==> src/rtl/qsl_pkg.sv <==
`timescale 1ns/1ps
package qsl_pkg;

  // Waveform select codes; any code with bit 1 set means square.
  localparam logic [1:0] MODE_SINE = 2'b00;
  localparam logic [1:0] MODE_TRI  = 2'b01;

  // Rounded magnitude of sin((idx+0.5) * (pi/2) / depth) scaled to mag_max.
  // Fixed-point Taylor series in Q30, evaluated at elaboration.
  function automatic int quarter_sine_mag(input int idx, input int depth,
                                          input int mag_max);
    longint pi_q30;
    longint x;
    longint term;
    longint acc;
    longint t1;
    longint t2;
    longint mag;
    pi_q30 = 64'sd3373259426;
    x      = (longint'(2 * idx + 1) * pi_q30) / longint'(4 * depth);
    acc    = x;
    term   = x;
    for (int k = 1; k <= 7; k++) begin
      t1   = (term * x) >>> 30;
      t2   = (t1 * x) >>> 30;
      term = -(t2 / longint'((2 * k) * (2 * k + 1)));
      acc  = acc + term;
    end
    mag = (acc * longint'(mag_max) + (64'sd1 <<< 29)) >>> 30;
    if (mag > longint'(mag_max)) mag = longint'(mag_max);
    if (mag < 0) mag = 0;
    return int'(mag);
  endfunction

endpackage

==> src/rtl/qsl_fold.sv <==
`timescale 1ns/1ps
// Splits a phase word into a half-period sign and a mirrored in-quadrant address.
module qsl_fold #(
  parameter int PHASE_W = 8,
  localparam int ADDR_W = PHASE_W - 2
) (
  input  logic [PHASE_W-1:0] phase,
  output logic               neg,
  output logic [ADDR_W-1:0]  addr
);
  logic quad_odd;

  assign neg      = phase[PHASE_W-1];
  assign quad_odd = phase[PHASE_W-2];
  assign addr     = phase[ADDR_W-1:0] ^ {ADDR_W{quad_odd}};
endmodule

==> src/rtl/qsl_quarter_rom.sv <==
`timescale 1ns/1ps
// One quadrant of sine magnitudes, sampled half a step off both ends.
module qsl_quarter_rom #(
  parameter int ADDR_W = 6,
  parameter int MAG_W  = 7,
  localparam int DEPTH   = 1 << ADDR_W,
  localparam int MAG_MAX = (1 << MAG_W) - 1
) (
  input  logic [ADDR_W-1:0] addr,
  output logic [MAG_W-1:0]  mag
);
  logic [MAG_W-1:0] tbl [DEPTH];

  for (genvar gi = 0; gi < DEPTH; gi++) begin : g_ent
    localparam int VAL = qsl_pkg::quarter_sine_mag(gi, DEPTH, MAG_MAX);
    assign tbl[gi] = MAG_W'(VAL);
  end

  assign mag = tbl[addr];
endmodule

==> src/rtl/qsl_channel.sv <==
`timescale 1ns/1ps
// One output channel: phase offset, fold, table, waveform select, sign.
module qsl_channel #(
  parameter int PHASE_W = 8,
  parameter int AMP_W   = 8,
  parameter int OFFSET  = 0,
  localparam int ADDR_W = PHASE_W - 2,
  localparam int MAG_W  = AMP_W - 1,
  localparam int TRI_W  = ADDR_W + 1
) (
  input  logic               clk,
  input  logic               rst_n,
  input  logic [PHASE_W-1:0] phase,
  input  logic [1:0]         mode,
  output logic [AMP_W-1:0]   sample
);
  import qsl_pkg::*;

  logic [PHASE_W-1:0] ph_shift;
  logic               f_neg;
  logic [ADDR_W-1:0]  f_addr;

  // Stage 1 registers
  logic               s1_neg;
  logic [ADDR_W-1:0]  s1_addr;
  logic [1:0]         s1_mode;

  logic [MAG_W-1:0]   rom_mag;
  logic [MAG_W-1:0]   tri_mag;
  logic [MAG_W-1:0]   sel_mag;
  logic [AMP_W-1:0]   signed_val;

  function automatic logic [AMP_W-1:0] apply_sign(input logic n,
                                                  input logic [MAG_W-1:0] m);
    // +m for the positive half, -m-1 (= ~m) for the negative half
    return n ? ~{1'b0, m} : {1'b0, m};
  endfunction

  assign ph_shift = phase + PHASE_W'(OFFSET);

  qsl_fold #(.PHASE_W(PHASE_W)) u_fold (
    .phase (ph_shift),
    .neg   (f_neg),
    .addr  (f_addr)
  );

  always_ff @(posedge clk) begin
    if (!rst_n) begin
      s1_neg  <= 1'b0;
      s1_addr <= '0;
      s1_mode <= MODE_SINE;
    end else begin
      s1_neg  <= f_neg;
      s1_addr <= f_addr;
      s1_mode <= mode;
    end
  end

  qsl_quarter_rom #(.ADDR_W(ADDR_W), .MAG_W(MAG_W)) u_rom (
    .addr (s1_addr),
    .mag  (rom_mag)
  );

  // Triangle: folded address as an odd code 2a+1, scaled to the magnitude width
  if (MAG_W >= TRI_W) begin : g_tri_wide
    assign tri_mag = MAG_W'({s1_addr, 1'b1}) << (MAG_W - TRI_W);
  end else begin : g_tri_narrow
    assign tri_mag = MAG_W'({s1_addr, 1'b1} >> (TRI_W - MAG_W));
  end

  always_comb begin
    if (s1_mode[1])               sel_mag = {MAG_W{1'b1}};
    else if (s1_mode == MODE_TRI) sel_mag = tri_mag;
    else                          sel_mag = rom_mag;
  end

  assign signed_val = apply_sign(s1_neg, sel_mag);

  always_ff @(posedge clk) begin
    if (!rst_n) sample <= '0;
    else        sample <= signed_val;
  end
endmodule

==> src/rtl/quad_sine_lut.sv <==
`timescale 1ns/1ps
// Quadrature phase-to-amplitude converter built from two quarter-wave channels.
module quad_sine_lut #(
  parameter int PHASE_W = 8,
  parameter int AMP_W   = 8
) (
  input  logic               clk,
  input  logic               rst_n,
  input  logic [PHASE_W-1:0] phase_in,
  input  logic [1:0]         wave_sel,
  output logic [AMP_W-1:0]   sin_out,
  output logic [AMP_W-1:0]   cos_out
);
  localparam int N_CH    = 2;
  localparam int QUARTER = 1 << (PHASE_W - 2);

  logic [AMP_W-1:0] ch_out [N_CH];

  for (genvar ch = 0; ch < N_CH; ch++) begin : g_ch
    qsl_channel #(
      .PHASE_W (PHASE_W),
      .AMP_W   (AMP_W),
      .OFFSET  (ch * QUARTER)
    ) u_chan (
      .clk    (clk),
      .rst_n  (rst_n),
      .phase  (phase_in),
      .mode   (wave_sel),
      .sample (ch_out[ch])
    );
  end

  assign sin_out = ch_out[0];
  assign cos_out = ch_out[1];
endmodule

==> config.mk <==
export PLATFORM = sky130hd
export DESIGN_NAME = quad_sine_lut
export DESIGN_NICKNAME = d
export VERILOG_FILES = /design/src/rtl/qsl_pkg.sv /design/src/rtl/qsl_fold.sv /design/src/rtl/qsl_quarter_rom.sv /design/src/rtl/qsl_channel.sv /design/src/rtl/quad_sine_lut.sv
export SDC_FILE = /design/constraint.sdc
export NUM_CORES = 1
export LEC_CHECK = 0
export BUFFER_PORTS_ARGS = -buffer_cell sky130_fd_sc_hd__buf_2
export CAP_MARGIN = 5
export CORE_MARGIN = 2
export CORE_UTILIZATION = 53
export DETAILED_ROUTE_END_ITERATION = 10
export PLACE_DENSITY = 0.77
export REMOVE_ABC_BUFFERS = 1
export SLEW_MARGIN = 5
export SYNTH_ARGS = -nofsm -noshare
export SYNTH_HDL_FRONTEND = slang
export SYNTH_SLANG_ARGS = --single-unit
export TNS_END_PERCENT = 50
==> constraint.sdc <==
create_clock -name clk -period 3.5 [get_ports clk]
set_clock_uncertainty 0.1 [all_clocks]
set_input_delay 0.7 -clock clk [delete_from_list [all_inputs] [get_ports clk]]
set_output_delay 0.7 -clock clk [all_outputs]
set_load 0.05 [all_outputs]
---- Yosys cells after proc, flatten, opt, wreduce, memory -nomap -nowiden ----
Memory sizes are Yosys's and may differ from the RTL's.
Cells that the tools add are included.
word-level totals
  ROM bits ................................ 896
  logic and storage cells ................. 33
  flip-flop bits (word level) ............. 32
  memories kept ........................... 2
memory list
  memory           words  bits a word  read ports  clocked after Yosys merged registers in  wr ports  line                   source
  (no name shown)  64     7            1           0                                        0         qsl_quarter_rom.sv:19  assign mag = tbl[addr];
  (no name shown)  64     7            1           0                                        0         qsl_quarter_rom.sv:19
operators by class
  order comparisons ....................... 2
  bitwise gates (word level) .............. 6
  reduce and logical (&&, ||, !) cells .... 2
  equal/unequal tests ..................... 1
  muxes and demuxes ....................... 10
  add/subtract/negate cells ............... 1
operators with widths
  operator                                             number
  two-way mux 7 bit                                    10
  NOT 7 -> 8 bit                                       2
  >= comparator 7 bit, second input constant           2
  NOT 6 -> 7 bit                                       2
  XOR 6 bit                                            2
  adder 8 x 7 -> 8 bit, second input constant          1
  AND reduction 2 bit                                  2
  equality test 2 x 1 -> 1 bit, second input constant  1

---- Logic depth before layout (Yosys ltp) ----
  word-level depth ........................ 8
  gate-level depth with buffers ........... 8
  depth with buffers taken out ............ 7

---- Hierarchy ----
Synthesis repeated with hierarchy kept, for this count alone.
second synthesis, totals
  cell total of the unflattened synthesis .. 294
  area total of the unflattened synthesis .. 2,608.8 µm²
by module, submodules not included
  module                                  times used  cells an instance  area an instance (µm²)
  qsl_quarter_rom (g_ch[0].u_chan.u_rom)  1           90                 638.1
  qsl_channel (g_ch[1].u_chan)            1           54                 628.1
  qsl_channel (g_ch[0].u_chan)            1           52                 615.6
  qsl_quarter_rom (g_ch[1].u_chan.u_rom)  1           82                 584.3
  qsl_fold                                2           8                  71.3

---- Worst setup path before layout ----
No wires, ideal clock.
  kind .................................... register to register
  start point ............................. register g_ch[1].u_chan.s1_addr[1]
  end point ............................... register g_ch[1].u_chan.sample[2]
  stages on the path, launching flop included .. 8
  path slack .............................. 1.048 ns
  library setup time ...................... 0.072 ns
  arrival ................................. 2.280 ns
  buffers on the path ..................... 0
  path through ............................ dfxtp_1 inv_1 ha_1 mux2_1 mux4_2 o211a_1 a2111oi_1 mux2i_1
on the way
  word-level cells in the longest chain between the ends .. 8
ends and longest elaborated chain
  what                                                  line                   source
  start, declared                                       qsl_channel.sv:25      logic [ADDR_W-1:0] s1_addr;
  start signal, assigned                                qsl_channel.sv:54      s1_addr <= f_addr;
  NOT 6 -> 7 bit (implied by the code)                  qsl_quarter_rom.sv:19
  memory (64 x 7 bit)                                   n/a
  two-way mux 7 bit (implied by the code) (2 in a row)  qsl_quarter_rom.sv:19
  two-way mux 7 bit (*)                                 qsl_channel.sv:73      else if (s1_mode == MODE_TRI) sel_mag = tri_mag;
  two-way mux 7 bit (*)                                 qsl_channel.sv:72      if (s1_mode[1]) sel_mag = {MAG_W{1'b1}};
  NOT 7 -> 8 bit                                        qsl_channel.sv:36      return n ? ~{1'b0, m} : {1'b0, m};
  two-way mux 7 bit (*)                                 qsl_channel.sv:36
  end signal, assigned                                  qsl_channel.sv:81      else sample <= signed_val;
  end, declared                                         qsl_channel.sv:15      output logic [AMP_W-1:0] sample
Every way passes the cells marked *; elsewhere a longest branch is shown, timed or not. The select of a mux whose other input is x is not followed.
A chain may end at the register's enable or synchronous reset.

---- Worst setup path in the final report ----
Ends and elaborated chain as after synthesis.

==> impl_results.md <==
* Fin crit share at 76.7%
* Final hold vios at 0
* WL per Instance at 15.3 µm
* Area leader, netlist: dfxtp_1
* CP delay by family, top: multiplexers
* Synth top cells by count: dfxtp_1, ha_1, nor2_1
* Vias per cell at 5.91
* Top_reg_cell synth: dfxtp_1
* PD cells at 429 nW/µm²
* Setup Fix Bufs, Post-CTS at 0
* Syn Std Cell Area at 2260 µm²
* Core area at 4060 µm²
* GRT Util Overall at 22.0%
* Post-synth EDFFs at 0
* Dpl ws at 0.834 ns
* Largest net degree at the start of global routing at 23
* Async set-or-reset flop fraction in the synthesized netlist at 0%
* Drt pass-1 iters at 7
* Clock buffer depth at 2
* # port buffers at 27
* N_diodes at 0
* Status: complete, no violations
* Max frequency at 373 MHz
* Max rail drop VDD at 0.291 mV
* Worst Path Max Fanout at 10
* Worst setup SP type: register
* Initial antenna violation count at 0
* Worst R2R End: g_ch[1].u_chan.sample[2]$_SDFF_PN0_
* R2R depth at 7
* Hold Crit Class: reg -> reg
* CTS-repair resized insts at 0
* Vias at 1987
* Distinct cells, synth at 48
* Setup TNS at 0 ns
* Critical path type: reg -> reg
* Count leader, synth: dfxtp_1
* # nets final at 319
* Die width at 69.4 µm
* Post-synthesis sequential area ratio at 28.3%
* RSZ-0062 raised after global routing: no
* Leading post-synthesis cells by cell area: dfxtp_1, ha_1, mux2i_1
* Routed Wire Length at 5.14 mm
* RePlAce Congestion at 0.925
* Die ar. at 4810 µm²
* Worst R2R Start: g_ch[1].u_chan.s1_addr[1]$_SDFF_PN0_
* Layout cells sized above 1 at 14.3%
* Post-Synthesis Cells at 269
* CTS tree: yes
* Clk_lat worst skew at 0.28 ns
* Yosys warning total at 0
* Detailed placer's ending HPWL at 3.76 mm
* Clock Sink Count at 32
* Global-route wire length before repair at 8.69 mm
* CP Cell Sequence: inv_1 > ha_1 > mux2_1 > mux4_2 > o211a_1 > a2111oi_1 > mux2i_1
* Layout area overhead at 9.61%
* Fin worst setup slack at 0.816 ns
* # setup viols final at 0
* Crit path DAT at 2.79 ns
* CTS root buf: clkbuf_8
* CTS buffer count at 5
* Syn_area_per_cell at 8.42 µm²
* Slowest stage cell, crit path: dfxtp_1
* GR Overflow Total at 0
* Crit path time final at 2.68 ns
* Clk slew on worst S/H paths at 0.07 ns
* Initial Utilization at 55.8%
* Top Ports at 28
* Max_cap viols at 0
* Hold endpoint: g_ch[0].u_chan.sample[6]$_SDFF_PN0_
* CTS HTree Levels at 2
* Post-synth top area share at 28.3%
* Min-delay src: g_ch[0].u_chan.s1_neg$_SDFF_PN0_
* Slew HR at 48.2%
* # hold bufs at CTS at 0
* Worst Setup End Kind: register
* FF-to-FF setup slack at 0.82 ns
* DRT iter0 DRCs at 141
* CP required at 3.61 ns
* Max stage delay on crit path at 0.50 ns
* Slew Limit Fails at 0
* Post-synthesis register bit count at 32
* Buffers & Inverters on Critical Path at 1
* Number of global-route vias before repair at 1841
* Final ANT Viol Nets at 0
* Slew @ Worst Pin at 0.776 ns
* Tot Pwr at 1.07 mW
* Die H at 69.4 µm
* Hold depth at 2
* DR DRC count at 0
* Row count at 23
* Leak Pwr at 1.07 nW
registers in the layout, indices dropped and copies added, names as in the netlist:
name                 flops
g_ch.u_chan.s1_mode      2
g_ch.u_chan.s1_neg       2
g_ch.u_chan.sample      16
g_ch.u_chan.s1_addr     12
routing by layer:
| metal | global-route usage (%) | wire length, µm | part of all wire [%] | up-vias |
|---|---|---|---|---|
| li1 | - | - | - | 995 |
| met1 | 31.4 | 2370 | 46 | 908 |
| met2 | 34.1 | 2330 | 45 | 80 |
| met3 | 3.92 | 393 | 7.7 | 4 |
| met4 | 6.32 | 40 | 0.78 | 0 |
| met5 | 0 | 0 | 0 | - |
worst reg2reg max path, stage by stage, from the launching register on:
cell and delay [ns]:
dfxtp_1 0.50, inv_1 0.22, ha_1 0.27, mux2_1 0.28, mux4_2 0.46, o211a_1 0.14, a2111oi_1 0.41, mux2i_1 0.23
report_power, final:
part / switching (mW) / internal (mW)
clock network: 0.131 / 0.134
registers: 0.0467 / 0.401
logic: 0.220 / 0.132
total: 0.398 / 0.667
placed cells by master, fill, tap and decap left out, drive strengths merged, types with 5 or more instances in the layout:
cell type	synthesis	final
dfxtp	32	32
buf	4	29
ha	21	21
nor2	20	20
nand2	19	19
mux2i	16	16
inv	16	16
o21ai	13	13
and2	10	10
a21oi	9	9
xnor2	9	9
o211ai	7	7
nand2b	6	6
nor2b	6	6
nor3	5	5
a211oi	5	5
clkbuf	15	5
cell families after synthesis:
kind of cell    after synthesis  synth area share, %
simple gates                 76                 16.4
fa+ha+maj                    21                 11.6
buf+inv                      36                 6.19
xor+xnor                     13                 5.03
flops                        32                 28.3
compound gates               72                 22.9
mux                          19                 9.56
worst max-delay path by stage:
| stage | depth (start not counted) | from | end | slack (ns) |
|---|---|---|---|---|
| 4_1_cts | 7 | g_ch[1].u_chan.s1_addr[1]$_SDFF_PN0_ | g_ch[1].u_chan.sample[2]$_SDFF_PN0_ | 0.81 |
| 6_report | 7 | g_ch[1].u_chan.s1_addr[1]$_SDFF_PN0_ | g_ch[1].u_chan.sample[2]$_SDFF_PN0_ | 0.82 |
| 5_1_grt | 7 | g_ch[1].u_chan.s1_addr[1]$_SDFF_PN0_ | g_ch[1].u_chan.sample[2]$_SDFF_PN0_ | 0.64 |
| 2_1_floorplan | 7 | g_ch[1].u_chan.s1_addr[1]$_SDFF_PN0_ | g_ch[1].u_chan.sample[2]$_SDFF_PN0_ | 1.05 |
| 3_5_place_dp | 7 | g_ch[1].u_chan.s1_addr[1]$_SDFF_PN0_ | g_ch[1].u_chan.sample[2]$_SDFF_PN0_ | 0.83 |
| 3_3_place_gp | 7 | g_ch[1].u_chan.s1_addr[1]$_SDFF_PN0_ | g_ch[1].u_chan.sample[2]$_SDFF_PN0_ | 0.90 |
final cells by class:
type / count / area [µm²]
Clock buffer: 5 / 68.8
Clock inverter: 2 / 12.5
Fill cell: 338 / 1580
Inverter: 17 / 63.8
Multi-Input combinational cell: 201 / 1480
Sequential cell: 32 / 641
Tap cell: 50 / 62.6
Timing Repair Buffer: 29 / 150
metrics by stage:
stage	hold slack (ns)	cell area (µm²)	utilization [%]	std cells
global placement	0.469	2400	59.2	329
CTS	0.494	2480	61.2	336
global route	0.516	2480	61.2	336
floorplan	0.432	2190	-	250
finish	0.496	2480	61.2	336
detailed placement	0.466	2400	59.2	329
Power figures use the tool's default switching activity.
